### src/rtl/burst_seq_pkg.sv
package burst_seq_pkg;

  typedef enum logic {
    ORDER_LINEAR     = 1'b0,
    ORDER_INTERLEAVE = 1'b1
  } burst_order_e;

endpackage

### src/rtl/burst_rst_sync.sv
module burst_rst_sync #(
  parameter int STAGES = 2
) (
  input  logic clk,
  input  logic arst_n,
  output logic rst_n_o
);

  logic [STAGES-1:0] sync_q;

  always_ff @(posedge clk or negedge arst_n) begin
    if (!arst_n) begin
      sync_q <= '0;
    end else begin
      sync_q <= {sync_q[STAGES-2:0], 1'b1};
    end
  end

  assign rst_n_o = sync_q[STAGES-1];

endmodule

### src/rtl/burst_beat_ctr.sv
module burst_beat_ctr #(
  parameter int CNT_W = 2
) (
  input  logic             clk,
  input  logic             rst_n,
  input  logic             load_i,
  input  logic [CNT_W-1:0] load_val_i,
  input  logic             adv_n_i,
  output logic [CNT_W-1:0] base_o,
  output logic [CNT_W-1:0] beat_o
);

  logic [CNT_W-1:0] base_q, base_d;
  logic [CNT_W-1:0] beat_q, beat_d;
  logic             ctr_en;

  // A load takes priority over an advance.
  assign ctr_en = load_i | ~adv_n_i;

  always_comb begin
    base_d = base_q;
    beat_d = beat_q;
    if (load_i) begin
      base_d = load_val_i;
      beat_d = '0;
    end else if (!adv_n_i) begin
      beat_d = CNT_W'(beat_q + 1'b1);
    end
  end

  always_ff @(posedge clk or negedge rst_n) begin
    if (!rst_n) begin
      base_q <= '0;
      beat_q <= '0;
    end else if (ctr_en) begin
      base_q <= base_d;
      beat_q <= beat_d;
    end
  end

  assign base_o = base_q;
  assign beat_o = beat_q;

  a_r2_capture: assert property (@(posedge clk) disable iff (!rst_n)
    load_i |=> (base_q == $past(load_val_i)));

  a_r8_load_first: assert property (@(posedge clk) disable iff (!rst_n)
    load_i |=> (beat_q == '0));

  a_r3_step: assert property (@(posedge clk) disable iff (!rst_n)
    (!load_i && !adv_n_i) |=> (beat_q == CNT_W'($past(beat_q) + 1'b1)));

  a_r4_hold: assert property (@(posedge clk) disable iff (!rst_n)
    (!load_i && adv_n_i) |=> ($stable(beat_q) && $stable(base_q)));

endmodule

### src/rtl/burst_addr_form.sv
module burst_addr_form
  import burst_seq_pkg::*;
#(
  parameter int CNT_W = 2
) (
  input  logic [CNT_W-1:0] base_i,
  input  logic [CNT_W-1:0] beat_i,
  input  burst_order_e     order_i,
  output logic [CNT_W-1:0] addr_o
);

  logic [CNT_W-1:0] lin_addr;
  logic [CNT_W-1:0] ilv_addr;

  // Linear order: the sum wraps because it is truncated to CNT_W bits.
  assign lin_addr = CNT_W'(base_i + beat_i);

  // Interleaved order: each bit of the start is flipped by the matching beat bit.
  for (genvar b = 0; b < CNT_W; b++) begin : g_ilv_bit
    assign ilv_addr[b] = base_i[b] ^ beat_i[b];
  end

  always_comb begin
    unique case (order_i)
      ORDER_INTERLEAVE: addr_o = ilv_addr;
      default:          addr_o = lin_addr;
    endcase
  end

endmodule

### src/rtl/burst_addr_seq.sv
module burst_addr_seq
  import burst_seq_pkg::*;
#(
  parameter int CNT_W = 2
) (
  input  logic             clk,
  input  logic             rst_n,
  input  logic             start_i,
  input  logic [CNT_W-1:0] start_addr_i,
  input  logic             adv_n_i,
  input  logic             mode_i,
  output logic [CNT_W-1:0] burst_addr_o,
  output logic [CNT_W-1:0] beat_o
);

  localparam int BEATS = 1 << CNT_W;
  localparam logic [CNT_W-1:0] LAST_BEAT = CNT_W'(BEATS - 1);

  logic             core_rst_n;
  logic [CNT_W-1:0] base;
  logic [CNT_W-1:0] beat;
  burst_order_e     order;

  assign order = burst_order_e'(mode_i);

  burst_rst_sync #(.STAGES(2)) u_rst (
    .clk     (clk),
    .arst_n  (rst_n),
    .rst_n_o (core_rst_n)
  );

  burst_beat_ctr #(.CNT_W(CNT_W)) u_ctr (
    .clk        (clk),
    .rst_n      (core_rst_n),
    .load_i     (start_i),
    .load_val_i (start_addr_i),
    .adv_n_i    (adv_n_i),
    .base_o     (base),
    .beat_o     (beat)
  );

  burst_addr_form #(.CNT_W(CNT_W)) u_form (
    .base_i  (base),
    .beat_i  (beat),
    .order_i (order),
    .addr_o  (burst_addr_o)
  );

  assign beat_o = beat;

  // in linear order each step moves the address up by one.
  a_r5_linear_step: assert property (@(posedge clk) disable iff (!core_rst_n)
    (!start_i && !adv_n_i && !mode_i) ##1 !mode_i
      |-> (burst_addr_o == CNT_W'($past(burst_addr_o) + 1'b1)));

  // in interleaved order the first step flips only bit 0.
  a_r6_ilv_first: assert property (@(posedge clk) disable iff (!core_rst_n)
    (!start_i && !adv_n_i && mode_i && beat_o == '0) ##1 mode_i
      |-> (burst_addr_o == ($past(burst_addr_o) ^ CNT_W'(1))));

  a_r7_wrap: assert property (@(posedge clk) disable iff (!core_rst_n)
    (!start_i && !adv_n_i && beat_o == LAST_BEAT) |=> (beat_o == '0));

  a_r2_first_addr: assert property (@(posedge clk) disable iff (!core_rst_n)
    start_i |=> (burst_addr_o == $past(start_addr_i)));

endmodule

### config.mk
export PLATFORM = sky130hd
export DESIGN_NAME = burst_addr_seq
export DESIGN_NICKNAME = d
export VERILOG_FILES = /design/src/rtl/burst_seq_pkg.sv /design/src/rtl/burst_rst_sync.sv /design/src/rtl/burst_beat_ctr.sv /design/src/rtl/burst_addr_form.sv /design/src/rtl/burst_addr_seq.sv
export SDC_FILE = /design/constraint.sdc
export NUM_CORES = 1
export LEC_CHECK = 0
export BUFFER_PORTS_ARGS = -buffer_cell sky130_fd_sc_hd__buf_2
export CAP_MARGIN = 20
export CORE_AREA = 2 2 39 41
export CTS_CLUSTER_DIAMETER = 200
export DETAILED_ROUTE_END_ITERATION = 8
export DIE_AREA = 0 0 41 43
export SLEW_MARGIN = 20
export SYNTH_ARGS = -nofsm -noshare
export SYNTH_HDL_FRONTEND = slang
export SYNTH_SLANG_ARGS = --single-unit
### constraint.sdc
create_clock -name clk -period 1 [get_ports clk]
set_input_delay 0.05 -clock clk [delete_from_list [all_inputs] [get_ports clk]]
set_output_delay 0.05 -clock clk [all_outputs]
set_load 0.01 [all_outputs]
==> impl_metrics.ini <==
[pwr]
max-vdd-ir-drop_v = 0.000476
p_sw_share_pct = 23.3
comb_power_share_pct = 24.2
power_switching_uw = 151
pwr-share-clk_pct = 32.9
power.density_mw_per_mm2 = 1500
p_leak_nw = 0.204
p_total_uw = 646
intPower_uw = 496
seq_power_share_pct = 42.9

[setup_path]
cp-startpoint = u_ctr.beat_o[0]
timing.rr.start = u_ctr.beat_o[0]
ff2ff_setup_slack_ps = -70
critical_path_class = reg -> out
endpoint_kind = primary output
worstPathRequired_ps = 950
worst-path-max-fanout = 2
rr_endpoint = u_ctr.beat_o[1]
r2r_cells = 5
crit_end = burst_addr_o[1]
crit_arrival_ps = 1170
cp-start-kind = register

[timing]
fin_crit_ps = 1220
rsz0062_at_grt = yes
tns_ps = -413
holdWs_ps = 39.2
fmax_ghz = 0.820
drv_slew = 0
setup_viol = 4
fin_crit_sh_pct = 122
fin_skew_ps = 1.03
layout_setup_ws_ps = -219
finalHoldViolations = 0

[routing]
viasPerCell = 3.61
wl_met1_um = 221
postRouteWirelength_um = 481
drc = 0
drt-pass1-iter-count = 1
wire_per_inst_um = 9.43
vias = 184
wl_met3_um = 42
route.met2.wl_um = 217
drtIter0Drc = 0
routed.top_layer = met3
antenna_left = 0

[logic_synthesis]
yosys.cell_types.count = 10
synth_nets = 26
netlist_area_um2 = 251
syn-mean-instance-area_um2 = 14.0
syn_inst = 18
seq_area_frac_synth_pct = 59.7
synth_seq_cells = 6
yosysWarnings = 0

[grt]
grt.total_usage_pct = 6.49
antenna_found_initial = 0
grt_pass1_wl_um = 690
globalRoute.totalOverflow = 0
grt_pass1_vias = 186
grt_max_degree = 5

[worst_hold_path]
worstHoldStart = start_i
hp-class = in -> reg

[clocking]
cts-buffers-inserted = 3
path_clk_slew_ps = 40
cts_tree = built
clk_path_buf_depth = 2
clk_latency_ps = 240
cts.root.buffer_cell = clkbuf_4
cts_max_level = 1
cts_num_sinks = 6

[final_layout]
final_area_um2 = 430
syn_to_final_growth_pct = 71.1
n_antenna_cell = 0
drive_above_1_share_pct = 71.4
fin_util_pct = 31.1
fin_cells = 51
num-nets-final = 45

[run_status]
violations = negative setup slack
outcome = finished with violations

[placed_design]
gp_congestion = 0.605
dp_hpwl_um = 368
io_buffers = 10
place_ws_ps = -14.9
dpl.cell_count = 46
placed_area_um2 = 349

[die]
dieHeight_um = 43
die_w_um = 41
io_pins = 11
die-area_mm2 = 0.00176
num_rows = 14
initial_utilization_pct = 18.2
core_area_mm2 = 0.00138

[run]
max_cap_violations = 0
-- synthesized netlist by cell type --
library cell  count  area share [%]
and2b_1           1             3.0
conb_1            1             1.5
dfrtp_1           6              60
ha_1              1             5.0
mux2_2            2             9.0
nor2_1            1             1.5
nor2b_1           1             2.5
nor2b_4           1             5.5
nor3_1            1             2.0
xnor2_1           3              10
-- critical path, stage by stage (launching register included) --
cell	delay (ps)
dfrtp_1	380
ha_2	180
nor2b_4	120
xnor2_2	110
buf_2	140
-- cell families after synthesis --
family / after synthesis / synth area share [%]
xor gates and xnor gates: 3 / 10.4
adders and majority gates: 1 / 4.97
and+or+nand+nor: 5 / 14.4
other: 1 / 1.49
muxes: 2 / 8.95
DFF: 6 / 59.7
-- power groups by stage --
stage	sequential, mW	clock, mW	combinational [mW]
finish	0.277	0.213	0.156
global route	0.280	0.246	0.170
CTS	0.275	0.231	0.135
detailed placement	0.279	0	0.117
global placement	0.278	0	0.117
floorplan	0.281	0	0.0631
-- metal layers --
metal  vias to the layer above  track usage, %
met5                         -               0
met4                         0            8.00
met3                         0            3.14
met2                        10            7.50
met1                        82            7.31
li1                         92               -
-- cell type report --
cell class	instances	area (um2)
well taps	16	20.0
fillers	143	953
flip-flops and latches	6	150
multi-input cells	12	139
repair buffers	14	98.8
clock buffers	3	22.5
-- sequential cells by signal, indices dropped and copies added (netlist names) --
name / count
u_ctr.beat_o: 2
u_rst.sync_q: 2
u_ctr.base_o: 2
-- cells in the final DEF, fill, tap and decap left out, drive strengths merged --
| cell | synthesis | final |
|---|---|---|
| and2b | 1 | 1 |
| buf | 0 | 13 |
| clkbuf | 0 | 3 |
| conb | 1 | 1 |
| dfrtp | 6 | 6 |
| dlygate4sd3 | 0 | 1 |
| ha | 1 | 1 |
| mux2 | 2 | 2 |
| nor2 | 1 | 1 |
| nor2b | 2 | 2 |
| nor3 | 1 | 1 |
| xnor2 | 3 | 3 |
-- worst min path at each step --
| stage | to | cells after the start |
|---|---|---|
| floorplan | u_rst.sync_q[0] | 0 |
| global placement | u_rst.sync_q[0] | 1 |
| detailed placement | u_rst.sync_q[0] | 1 |
| CTS | u_ctr.beat_o[1] | 2 |
| global route | u_ctr.beat_o[1] | 2 |
| finish | u_ctr.beat_o[1] | 2 |
-- timing repair --
action                                  CTS  global route
endpoints found under the hold margin     2             0
pin swaps                                 2             1
setup buffers                             0             1
hold buffers                              1             0
gates cloned                              0             0
gates resized for setup                   2             5
endpoints found under the setup margin    2             3
Note: power is estimated with default switching activity, not from simulation.
